--- config.mk ---
export PLATFORM = sky130hd
export DESIGN_NAME = compat_port_regs
export DESIGN_NICKNAME = d
export VERILOG_FILES = /design/src/rtl/compat_port_pkg.sv /design/src/rtl/compat_port_byte.sv /design/src/rtl/compat_port_ctrl.sv /design/src/rtl/compat_port_dp.sv /design/src/rtl/compat_port_regs.sv
export SDC_FILE = /design/constraint.sdc
export NUM_CORES = 1
export LEC_CHECK = 0
export ABC_CLOCK_PERIOD_IN_PS = 2530
export BUFFER_PORTS_ARGS = -buffer_cell sky130_fd_sc_hd__buf_2
export CAP_MARGIN = 20
export CORE_ASPECT_RATIO = 1.25
export CORE_MARGIN = 2
export CORE_UTILIZATION = 60
export CTS_BUF_LIST = sky130_fd_sc_hd__clkbuf_4 sky130_fd_sc_hd__clkbuf_8
export CTS_CLUSTER_SIZE = 12
export DETAILED_ROUTE_END_ITERATION = 8
export PLACE_DENSITY = 0.84
export SYNTH_ARGS = -nofsm -noshare
export SYNTH_HDL_FRONTEND = slang
export SYNTH_SLANG_ARGS = --single-unit
--- constraint.sdc ---
create_clock -name clk -period 2.53 [get_ports clk]
set_input_delay 0.506 -clock clk [delete_from_list [all_inputs] [get_ports clk]]
set_output_delay 0.506 -clock clk [all_outputs]
set_load 0.02 [all_outputs]
--- src/rtl/compat_port_pkg.sv ---
`timescale 1ns/1ps
package compat_port_pkg;
  localparam int DW = 8;
  localparam int OW = 4;

  // plain load-only registers, indices into the register array
  localparam int IX_CMD   = 0;
  localparam int IX_LSTAT = 1;
  localparam int IX_DATA  = 2;
  localparam int IX_TDATA = 3;
  localparam int IX_EREG  = 4;
  localparam int IX_CTRL  = 5;
  localparam int IX_IRQS  = 6;
  localparam int IX_DMAS  = 7;
  localparam int IX_JUMP  = 8;
  localparam int NREG     = 9;

  localparam logic [OW-1:0] OFS_IRQST  = 4'h6;
  localparam logic [OW-1:0] OFS_STAT   = 4'h8;
  localparam logic [OW-1:0] OFS_DATA   = 4'h9;
  localparam logic [OW-1:0] OFS_CMD    = 4'hA;
  localparam logic [OW-1:0] OFS_ROUTE  = 4'hB;
  localparam logic [OW-1:0] OFS_LATCH  = 4'hC;
  localparam logic [OW-1:0] OFS_LATCHQ = 4'hD;
  localparam logic [OW-1:0] OFS_EREG   = 4'hE;
  localparam logic [OW-1:0] OFS_CTRL   = 4'hF;

  localparam logic [DW-1:0] TIMER_CMD   = 8'h04;
  localparam logic [DW-1:0] IRQ_LOAD    = 8'h10;
  localparam logic [DW-1:0] NO_REG      = 8'hFF;
  localparam logic [DW-1:0] STAT_RDMASK = 8'hF9;
  localparam logic [DW-1:0] TSTAT_KEEP  = 8'h1F;

  localparam logic [2:0] RT_SELECT = 3'd0;
  localparam logic [2:0] RT_TDATA  = 3'd2;
  localparam logic [2:0] RT_CLEAR  = 3'd5;
  localparam logic [2:0] RT_JUMP   = 3'd6;

  typedef struct packed {
    logic [NREG-1:0] load;
    logic maskTs;
    logic setTs0;
    logic setTs3;
    logic setTs4;
    logic loadIrqSt;
    logic wrLatch;
    logic flipLatch;
    logic setStat7;
    logic clrStat;
    logic irqReq;
  } strobe_t;
endpackage

--- src/rtl/compat_port_byte.sv ---
`timescale 1ns/1ps
module compat_port_byte #(
  parameter int W = 8
) (
  input  logic         clk,
  input  logic         rst_n,
  input  logic         ld,
  input  logic [W-1:0] d,
  output logic [W-1:0] q
);
  always_ff @(posedge clk) begin
    if (!rst_n)  q <= '0;
    else if (ld) q <= d;
  end
endmodule

--- src/rtl/compat_port_ctrl.sv ---
`timescale 1ns/1ps
module compat_port_ctrl
  import compat_port_pkg::*;
(
  input  logic          rdStb,
  input  logic          wrStb,
  input  logic [OW-1:0] portOfs,
  input  logic [DW-1:0] wrData,
  input  logic [DW-1:0] timerCtrl,
  input  logic          mixIrqSel,
  input  logic [DW-1:0] cmdQ,
  input  logic [DW-1:0] ctrlQ,
  output strobe_t       stb
);
  logic timerMode;
  logic unusedBits;

  assign timerMode  = (cmdQ == TIMER_CMD) && !timerCtrl[0];
  assign unusedBits = ^{timerCtrl[7:6], timerCtrl[4:2], ctrlQ[6], ctrlQ[4:3], wrData[6:0]};

  always_comb begin
    stb = '0;
    if (wrStb) begin
      case (portOfs)
        OFS_IRQST: begin
          if (timerCtrl[5]) begin
            stb.setTs3    = 1'b1;
            stb.loadIrqSt = 1'b1;
            stb.irqReq    = 1'b1;
          end
        end
        OFS_STAT: stb.load[IX_CMD]   = 1'b1;
        OFS_CMD:  stb.load[IX_LSTAT] = 1'b1;
        OFS_DATA: begin
          if (timerMode) begin
            if (wrData[7]) stb.maskTs          = 1'b1;
            else           stb.load[IX_TDATA]  = 1'b1;
          end else begin
            stb.load[IX_DATA] = 1'b1;
            if (timerCtrl[1]) begin
              stb.setTs0    = 1'b1;
              stb.loadIrqSt = 1'b1;
              stb.irqReq    = 1'b1;
            end
          end
        end
        OFS_ROUTE: begin
          case (ctrlQ[2:0])
            RT_SELECT: begin
              if (mixIrqSel) stb.load[IX_IRQS] = 1'b1;
              else           stb.load[IX_DMAS] = 1'b1;
            end
            RT_CLEAR: stb.clrStat         = 1'b1;
            RT_JUMP:  stb.load[IX_JUMP]   = 1'b1;
            default:  ;
          endcase
        end
        OFS_LATCH: begin
          stb.wrLatch = 1'b1;
          if (timerCtrl[5]) begin
            stb.setTs4    = 1'b1;
            stb.loadIrqSt = 1'b1;
            stb.irqReq    = 1'b1;
          end
        end
        OFS_LATCHQ: stb.wrLatch        = 1'b1;
        OFS_EREG:   stb.load[IX_EREG]  = 1'b1;
        OFS_CTRL:   stb.load[IX_CTRL]  = 1'b1;
        default: ;
      endcase
    end
    if (rdStb) begin
      if (portOfs == OFS_LATCH && ctrlQ[5]) stb.flipLatch = 1'b1;
      if (portOfs == OFS_EREG && ctrlQ[7]) begin
        stb.setStat7 = 1'b1;
        stb.irqReq   = 1'b1;
      end
    end
  end
endmodule

--- src/rtl/compat_port_dp.sv ---
`timescale 1ns/1ps
module compat_port_dp
  import compat_port_pkg::*;
(
  input  logic          clk,
  input  logic          rst_n,
  input  strobe_t       stb,
  input  logic [OW-1:0] portOfs,
  input  logic [DW-1:0] wrData,
  input  logic          timerView,
  input  logic          mixIrqSel,
  input  logic          mixDmaFlag,
  output logic [DW-1:0] rdData,
  output logic [DW-1:0] cmdQ,
  output logic [DW-1:0] ctrlQ,
  output logic [DW-1:0] latchQ,
  output logic [DW-1:0] statQ,
  output logic [DW-1:0] irqStat,
  output logic          irqPulse,
  output logic          irqLevel
);
  logic [DW-1:0] regQ [NREG];
  logic [DW-1:0] timerStatQ;
  logic [DW-1:0] routeRd;

  for (genvar g = 0; g < NREG; g++) begin : g_reg
    compat_port_byte #(.W(DW)) u_byte (
      .clk  (clk),
      .rst_n(rst_n),
      .ld   (stb.load[g]),
      .d    (wrData),
      .q    (regQ[g])
    );
  end

  assign cmdQ  = regQ[IX_CMD];
  assign ctrlQ = regQ[IX_CTRL];

  always_ff @(posedge clk) begin
    if (!rst_n) begin
      latchQ     <= '0;
      statQ      <= '0;
      timerStatQ <= '0;
      irqStat    <= '0;
      irqPulse   <= 1'b0;
      irqLevel   <= 1'b0;
    end else begin
      if (stb.wrLatch)        latchQ    <= wrData;
      else if (stb.flipLatch) latchQ[7] <= ~latchQ[7];

      if (stb.clrStat)       statQ    <= '0;
      else if (stb.setStat7) statQ[7] <= 1'b1;

      timerStatQ <= (stb.maskTs ? (timerStatQ & TSTAT_KEEP) : timerStatQ)
                  | {3'b000, stb.setTs4, stb.setTs3, 2'b00, stb.setTs0};

      if (stb.loadIrqSt) irqStat <= IRQ_LOAD;

      irqPulse <= stb.irqReq;
      if (stb.irqReq)                            irqLevel <= 1'b1;
      else if (stb.clrStat && irqStat == '0)     irqLevel <= 1'b0;
    end
  end

  always_comb begin
    case (ctrlQ[2:0])
      RT_SELECT: routeRd = mixIrqSel ? regQ[IX_IRQS] : regQ[IX_DMAS];
      RT_TDATA:  routeRd = regQ[IX_TDATA];
      RT_JUMP:   routeRd = regQ[IX_JUMP];
      default:   routeRd = NO_REG;
    endcase
  end

  always_comb begin
    case (portOfs)
      OFS_IRQST: rdData = irqStat;
      OFS_STAT:  rdData = timerView ? timerStatQ : regQ[IX_LSTAT];
      OFS_DATA:  rdData = regQ[IX_DATA];
      OFS_CMD:   rdData = regQ[IX_CMD];
      OFS_ROUTE: rdData = routeRd;
      OFS_LATCH: rdData = latchQ;
      OFS_EREG:  rdData = regQ[IX_EREG];
      OFS_CTRL:  rdData = (statQ & STAT_RDMASK) | {6'b0, mixDmaFlag, 1'b0};
      default:   rdData = NO_REG;
    endcase
  end
endmodule

--- src/rtl/compat_port_regs.sv ---
`timescale 1ns/1ps
module compat_port_regs
  import compat_port_pkg::*;
(
  input  logic          clk,
  input  logic          rst_n,
  input  logic [OW-1:0] portOfs,
  input  logic          rdStb,
  input  logic          wrStb,
  input  logic [DW-1:0] wrData,
  input  logic [DW-1:0] timerCtrl,
  input  logic [DW-1:0] mixerCtrl,
  output logic [DW-1:0] rdData,
  output logic          irqPulse,
  output logic          irqLevel,
  output logic [DW-1:0] irqStat
);
  strobe_t       stb;
  logic [DW-1:0] cmdQ;
  logic [DW-1:0] ctrlQ;
  logic [DW-1:0] latchQ;
  logic [DW-1:0] statQ;
  logic          unusedMix;

  assign unusedMix = ^{mixerCtrl[7], mixerCtrl[5:4], mixerCtrl[2:0]};

  compat_port_ctrl u_ctrl (
    .rdStb    (rdStb),
    .wrStb    (wrStb),
    .portOfs  (portOfs),
    .wrData   (wrData),
    .timerCtrl(timerCtrl),
    .mixIrqSel(mixerCtrl[6]),
    .cmdQ     (cmdQ),
    .ctrlQ    (ctrlQ),
    .stb      (stb)
  );

  compat_port_dp u_dp (
    .clk       (clk),
    .rst_n     (rst_n),
    .stb       (stb),
    .portOfs   (portOfs),
    .wrData    (wrData),
    .timerView (timerCtrl[0]),
    .mixIrqSel (mixerCtrl[6]),
    .mixDmaFlag(mixerCtrl[3]),
    .rdData    (rdData),
    .cmdQ      (cmdQ),
    .ctrlQ     (ctrlQ),
    .latchQ    (latchQ),
    .statQ     (statQ),
    .irqStat   (irqStat),
    .irqPulse  (irqPulse),
    .irqLevel  (irqLevel)
  );
endmodule

== Word level (Yosys, flattened, before mapping) ==
Cells that the tools add are included.

* Equality and inequality tests: 13
* Multiplexer cells: 43
* Bitwise operators: 4
* Reduce and logical (&&, ||, !) cells: 12

{| class="wikitable"
|+ Operators with widths
! operator !! count
|-
| $pmux W8 S8 || 1
|-
| $eq A4 B4 Y1 const B || 8
|-
| $mux W1 || 28
|-
| $mux W8 || 3
|-
| $pmux W8 S3 || 1
|-
| $mux W15 || 1
|-
| $mux W2 || 6
|-
| $eq A8 B3 Y1 const B || 1
|-
| $logic_not A8 Y1 || 1
|-
| $or A8 B2 Y8 || 1
|-
| $or A8 B5 Y8 || 1
|-
| $eq A3 B3 Y1 const B || 2
|-
| $reduce_or A2 Y1 || 3
|-
| $eq A4 B3 Y1 const B || 1
|-
| $logic_and A1 B1 Y1 || 4
|-
| $reduce_bool A2 Y1 || 2
|-
| $eq A3 B2 Y1 const B || 1
|-
| $logic_not A3 Y1 || 1
|-
| $mux W3 || 1
|-
| $pmux W1 S3 || 1
|-
| $not A1 Y1 || 2
|-
| $pmux W1 S2 || 1
|-
| $logic_not A1 Y1 || 1
|}

* Flip-flop bits (word level): 92
* Bits of input ports: 32
* Output and inout bits: 18

== Logic depth before layout (Yosys ltp) ==
Gate-level depths: netlist (run 1).

* Depth in word-level cells: 8
* Gate-level depth with buffers: 7
* Gate-level depth less buffers: 4

== Hierarchy ==
From an unflattened synthesis (run 1), not the netlist that was laid out.

* Cells, all modules: 440
* Area total of the unflattened synthesis: 4410.5 µm²

{| class="wikitable"
|+ Modules (own cells, without submodules)
! module !! times used !! cells each !! area an instance (µm²)
|-
| compat_port_byte || 9 || 25 || 301.5
|-
| compat_port_dp || 1 || 176 || 1460.2
|-
| compat_port_ctrl || 1 || 39 || 236.5
|}

== Least setup slack after synthesis (run 1) ==
No wires, ideal clock.

* Path type: input -> output
* Start point: input portOfs[2]
* End point: output rdData[4]
* Arrival time: 1.727 ns
* Path slack: 0.297 ns
* Cell stages on the path: 5
* Cells stage by stage: buf_2 mux2_2 a22oi_1 o31ai_1 or3_1

* Longest elaborated chain between the ends: 2
* Elaborated cells on any way between the ends: 9
* Classes of those cells: 8 x eq/ne; 1 x mux

{| class="wikitable"
|+ Ends and longest elaborated chain
! what !! line !! text
|-
| start: declaration || compat_port_regs.sv:7 || <nowiki>input logic [OW-1:0] portOfs,</nowiki>
|-
| $eq A4 B4 Y1 / $eq A4 B3 Y1 (equally long branches) || compat_port_dp.sv:75 || <nowiki>case (portOfs)</nowiki>
|-
| $pmux W8 S8 (*) || compat_port_dp.sv:75 ||
|-
| end: declaration || compat_port_regs.sv:13 || <nowiki>output logic [DW-1:0] rdData,</nowiki>
|}

Every way passes the cells marked *; elsewhere a longest branch is shown, timed or not.

== Worst setup path in the final report (run 1) ==
* Start point: register u_dp.g_reg[5].u_byte.q[1]
* End point: output rdData[4]

* Longest elaborated chain between the ends: 3
* Elaborated cells on any way between the ends: 5
* Classes of those cells: 2 x eq/ne; 2 x mux; 1 x reduce/logical

{| class="wikitable"
|+ Ends and longest elaborated chain
! what !! line !! text
|-
| start: declaration || compat_port_byte.sv:9 || <nowiki>output logic [W-1:0] q</nowiki>
|-
| start signal: assignment || compat_port_byte.sv:12 || <nowiki>if (!rst_n) q <= '0;</nowiki>
|-
| start signal: assignment || compat_port_byte.sv:13 || <nowiki>else if (ld) q <= d;</nowiki>
|-
| $eq A3 B3 Y1 (tied with other cells) || compat_port_dp.sv:66 || <nowiki>case (ctrlQ[2:0])</nowiki>
|-
| $pmux W8 S3 (*) || compat_port_dp.sv:66 ||
|-
| $pmux W8 S8 (*) || compat_port_dp.sv:75 ||
|}

Marked as above.

==> flow_summary.ini, run 1 <==
[global_route]
grt_max_degree = 83
grt_pass1_vias = 3687
antenna_found_initial = 0
grt_overflow = 0
grt_pass1_wl_mm = 18.00
track_usage_pct = 29.76

[routing]
initialDrtViolationCount = 408
num_vias = 3745
drcViolationCount = 0
routed_wl_mm = 10.71
wire_per_inst_um = 18.21
vias_per_cell = 6.369
firstDrtPassIters = 8
postRouteAntennaNets = 0

[timing]
setup_viol = 0
slew_violations = 0
finalCritPeriodShare_pct = 99.42
max_slew.worst_pin.slew_ps = 563.6
min_period_ps = 2515
finalHoldViolCount = 0
finalClockSkew_ps = 10.04
grt_setup_unrepaired = true
slew_headroom_pct = 62.32
fmax_mhz = 397.6
setup_tns_ps = 0

[critical_path]
path_buf_inv = 2
crit_fanout = 14
start_kind = flop
worst-endpoint-required_ps = 2020
slowest_stage = dfxtp_4
rrSetupSlack_ps = 780
crit_family = compound AO/OA/AOI/OAI gates
crit_path_end_kind = output port
r2r-end = u_dp.g_reg[2].u_byte.q[6]
worstPathArrival_ps = 2010
path_class = reg -> out
timing.rr.start = u_dp.g_reg[0].u_byte.q[1]
critPathMaxStageDelay_ps = 380
path_cells = buf_6, a21o_1, a221oi_1, a21oi_1, or3_1, buf_2
worst_r2r_path_depth = 4

[synthesis]
ys_types = 49
synth.most_common_cell = dfxtp_1
synthFlopType = dfxtp_1
yosysTopAreaCell = dfxtp_1
synth-seq-cells = 84
synth-edff-count = 0
syn-cell-area_um2 = 4118
ys_top_cells_by_count = dfxtp_1 (84), a21oi_1 (56), nand3_1 (45)
synth_cells = 480
synth_warnings = 0
avgSynthCellArea_um2 = 8.579
synth_seq_area_share_pct = 40.84
ys_async_sr_fraction_pct = 0
synth_top_area_share_pct = 40.84
synthTopCellsByArea = dfxtp_1 (41%), mux2i_1 (8.0%), a21oi_1 (6.8%), nand3_1 (5.5%), nand2_1 (3.9%)

[clock_network]
clk_pin_slew_ps = 80
hold_buffers = 0
numCtsBuffers = 9
clk_latency_ps = 350
cts_root_buf = clkbuf_8
htree_levels = 3
clockBufferDepth = 2
cts.sinks = 84
cts_tree = built

[layout]
fillers = 542
multi_input_comb_area_um2 = 2170
area_delta_synth_final_pct = 11.06
fin_util_pct = 69.22
fin_nets = 528
diodes = 0
register_area_um2 = 1690
drive_gt1_share_pct = 17.37

[hold_path]
hold_path_depth = 3
hold_path_end = u_dp.timerStatQ[4]
hold_path.class = in -> reg
min_from = timerCtrl[5]

[floorplan]
core_area_um2 = 6606
initial_utilization_pct = 62.33
io_pins = 50
die_area_um2 = 7546
rows = 33
die_y_um = 96.62
die_w_um = 78.10

[run_status]
status = complete, no violations

[job]
maxCapViolations = 0

[placed_design]
place.port_buffers = 31
globalplace.congestion = 0.8673
hpwl_mm = 7.211

[power_and_ir_drop]
p_leak_nw = 1.694
irDropWorstVdd_v = 0.0004341
powerDensity_nw_per_um2 = 585.2
==> kinds of logic after synthesis <==
kind of cell    count (synthesis)  synth area share [%]
other cells                     1               0.09107
simple gates                  167                 22.46
flops                          84                 40.84
compound gates                128                 19.66
mux                            36                 8.842
xor+xnor                        3                0.6382
buf+inv                        61                 7.475
==> tightest hold or removal path, stage by stage <==
cell and delay (ps):
buf_2 100, a31oi_1 70, nor2_1 70
==> metal layers <==
metal / global-route usage (%) / vias up / wire length (µm)
met4: 16.46 / 0 / 457
met5: 0 / - / 0
met2: 49.47 / 172 / 5435
met3: 4.664 / 47 / 645
met1: 36.44 / 1770 / 4171
li1: - / 1756 / -
==> flip-flops by register name, summed over array words and instances (netlist names) <==
register and cells:
u_dp.irqStat 1, u_dp.g.u_byte.q 69, u_dp.irqLevel 1, u_dp.latchQ 8
u_dp.statQ 1, u_dp.timerStatQ 3, u_dp.irqPulse 1
==> stage by stage <==
| stage | total power [mW] | instance area, µm² | worst slack [ps] | instances | hold slack [ps] |
|---|---|---|---|---|---|
| 2_1_floorplan | 1.548 | 4140 | 296.7 | 486 | 412.6 |
| 3_3_place_gp | 1.620 | 4314 | 121.4 | 571 | 425.2 |
| 3_5_place_dp | 1.624 | 4314 | 115.6 | 571 | 441.7 |
| 4_1_cts | 2.674 | 4562 | 19.26 | 588 | 422.7 |
| 5_1_grt | 2.764 | 4573 | -32.78 | 588 | 438.4 |
| 6_report | 2.676 | 4573 | 14.76 | 588 | 429.7 |
==> layout by cell type (no fill, tap or decap), types with 16 or more instances in the layout <==
cell type / instances
nor2_1: 40
nand3_1: 45
buf_4: 16
dfxtp_1: 81
a21oi_1: 56
nand2_1: 43
o21ai_0: 21
mux2i_1: 33
buf_2: 31
==> worst max-delay path by stage <==
stage,from,end,slack [ps],cells past startpoint
6_report,u_dp.g_reg[5].u_byte.q[1],rdData[4],10,6
4_1_cts,u_dp.g_reg[5].u_byte.q[1],rdData[4],20,6
3_3_place_gp,portOfs[2],rdData[3],120,7
2_1_floorplan,portOfs[2],rdData[4],300,5
3_5_place_dp,portOfs[2],rdData[3],120,7
5_1_grt,u_dp.g_reg[5].u_byte.q[1],rdData[4],-30,6
==> power breakdown <==
group	switching [mW]	total (mW)	internal, mW	leakage (nW)
sequential	0.00949	1.34	1.33	0.680
clock	0.473	1.08	0.604	0.113
combinational	0.174	0.258	0.0840	0.901
total	0.656	2.68	2.02	1.69
==> repair_timing <==
| action | 4_1_cts | 5_1_grt |
|---|---|---|
| endpoints found under the hold margin | 0 | 0 |
| pin swaps | 1 | 2 |
| setup buffers | 1 | 0 |
| setup endpoints to repair | 8 | 4 |
| resized for setup | 6 | 3 |
==> layout make-up <==
| type | count | area share (%) |
|---|---|---|
| multi-input cells | 341 | 47.44 |
| flip-flops and latches | 84 | 36.96 |
| repair buffers | 52 | 7.633 |
| clock buffers | 12 | 3.338 |
| clock inverters | 4 | 1.587 |
| inverters | 8 | 0.6566 |
| well taps | 87 | 2.380 |
Note: power is estimated with default switching activity, not from simulation.
==> inputs of run 2 (changes only) <==
- CORE_MARGIN: 2 -> unset
- CORE_UTILIZATION: 60 -> 40
- PLACE_DENSITY: 0.84 -> 0.6
==> flow_summary.ini, run 2 (synthesis results as in run 1) <==
[layout]
regMostFlops = u_dp.g.u_byte.q
fin_nets = 536
drive_gt1_share_pct = 18.93
largest_reg_flops = 69
area_delta_synth_final_pct = 14.10
biggestRegsByFlops = u_dp.g.u_byte.q (69), u_dp.latchQ (8), u_dp.timerStatQ (3)
final_common_cell = dfxtp_1
layout_common_cells = dfxtp_1 (82), a21oi_1 (55), nand3_1 (45), nand2_1 (43), nor2_1 (40)
diodes = 0

[clock_network]
cts_tree = built
cts.sinks = 84
clockBufferDepth = 2
htree_levels = 3
cts_root_buf = clkbuf_8
numCtsBuffers = 9
clk_pin_slew_ps = 80
clk_latency_ps = 370
hold_buffers = 0

[critical_path]
worstPathArrival_ps = 1930
crit_path_end_kind = output port
path_cells = buf_4, a21o_1, a221o_1, a21oi_1, o2111ai_1, buf_2
timing.rr.start = u_dp.g_reg[5].u_byte.q[2]
critPathMaxStageDelay_ps = 380
slowest_stage = dfxtp_4
start_kind = flop
cp-startpoint = u_dp.g_reg[5].u_byte.q[1]
crit_fanout = 12
crit_family = compound AO/OA/AOI/OAI gates
worst-endpoint-required_ps = 2020
path_buf_inv = 2
path_class = reg -> out

[power_and_ir_drop]
p_leak_nw = 1.730
irDropWorstVdd_v = 0.0002656
powerDensity_nw_per_um2 = 546.6

[global_route]
met2_usage_pct = 37.04
grt_pass1_vias = 3392
use_met3_pct = 3.281
grt_max_degree = 83
grt_overflow = 0
globalRouteMet1Util_pct = 26.99
antenna_found_initial = 0
busiest_layer = met2
track_usage_pct = 21.89
grt_pass1_wl_mm = 17.80

[routing]
routed_wl_mm = 11.14
wire_per_inst_um = 17.52
initialDrtViolationCount = 271
vias_per_cell = 5.703
postRouteAntennaNets = 0
firstDrtPassIters = 5
num_vias = 3627
drcViolationCount = 0

[floorplan]
io_pins = 50
die_area_um2 = 10710
initial_utilization_pct = 40.95
rows = 41
die_w_um = 92.75
core_area_um2 = 10050
die_y_um = 115.4

[timing]
finalHoldViolCount = 0
slew_headroom_pct = 59.40
slew_violations = 0
hold_slack_ps = 412.6
finalClockSkew_ps = 12.61
min_period_ps = 2434
fmax_mhz = 410.9
max_slew.worst_pin.slew_ps = 607.3
setup_viol = 0
setup_tns_ps = 0
finalCritPeriodShare_pct = 96.20

[run_status]
status = complete, no violations

[placed_design]
place.port_buffers = 31
globalplace.congestion = 0.8702
hpwl_mm = 7.623

[job]
maxCapViolations = 0

[hold_path]
hold_path.class = in -> reg
min_from = rst_n
-- run 2: cell count changes in the layout (fill, tap and decap cells not counted), sizes merged --
cell    change
clkbuf      -1
clkinv      +1
bufinv      -1
buf         +7
-- run 2: path summary, 6_finish.rpt --
check,depth (start not counted),to,slack [ps]
worst max-delay path,6,rdData[5],100
worst min-delay path,3,u_dp.g_reg[3].u_byte.q[7],410
worst max register to register,7,u_dp.g_reg[6].u_byte.q[6],740
worst min register to register,2,u_dp.statQ[7],460
-- run 2: metal layers --
metal  wire (µm)  vias to the layer above
met3         377                       26
met4         363                        0
met2        5621                       89
met5           0                        -
met1        4779                     1745
li1            -                     1767
-- run 2: cell type report --
type                            instances  area [µm²]
Fill cell                            1019        5356
Multi-Input combinational cell        341        2187
Sequential cell                        84        1689
Timing Repair Buffer                   60       441.7
Tap cell                              129       161.4
Clock buffer                           10       137.6
Clock inverter                          4       51.30
Inverter                                8       30.03
-- run 2: per-stage QoR --
| step | area, µm² | power [mW] | cells | utilization [%] | setup WS [ps] |
|---|---|---|---|---|---|
| after floorplan | 4140 | 1.548 | 486 | - | 296.7 |
| after global placement | 4404 | 1.630 | 618 | 43.80 | 64.22 |
| after detailed placement | 4404 | 1.632 | 618 | 43.80 | 62.15 |
| after CTS | 4611 | 2.574 | 632 | 45.86 | 1.214 |
| after global routing | 4698 | 2.668 | 636 | 46.73 | -4.746 |
| final | 4698 | 2.568 | 636 | 46.73 | 96.08 |
-- run 2: report_power, final --
part | internal, mW | switching (mW)
clock network | 0.472 | 0.481
registers | 1.33 | 0.00928
logic | 0.0954 | 0.178
total | 1.90 | 0.668
-- run 2: repair_timing --
item | 4_1_cts | 5_1_grt
setup buffers | 0 | 3
gates cloned | 0 | 1
pin swaps | 2 | 8
setup endpoints to repair | 5 | 7
gates resized for setup | 5 | 13
-- run 2: worst register-to-register path: cells and delay by family (launching register included) --
family	cells	cell delay [ps]
multiplexers	1	210
buffers and inverters	3	560
AND/OR/NAND/NOR	3	490
flip-flops	1	400
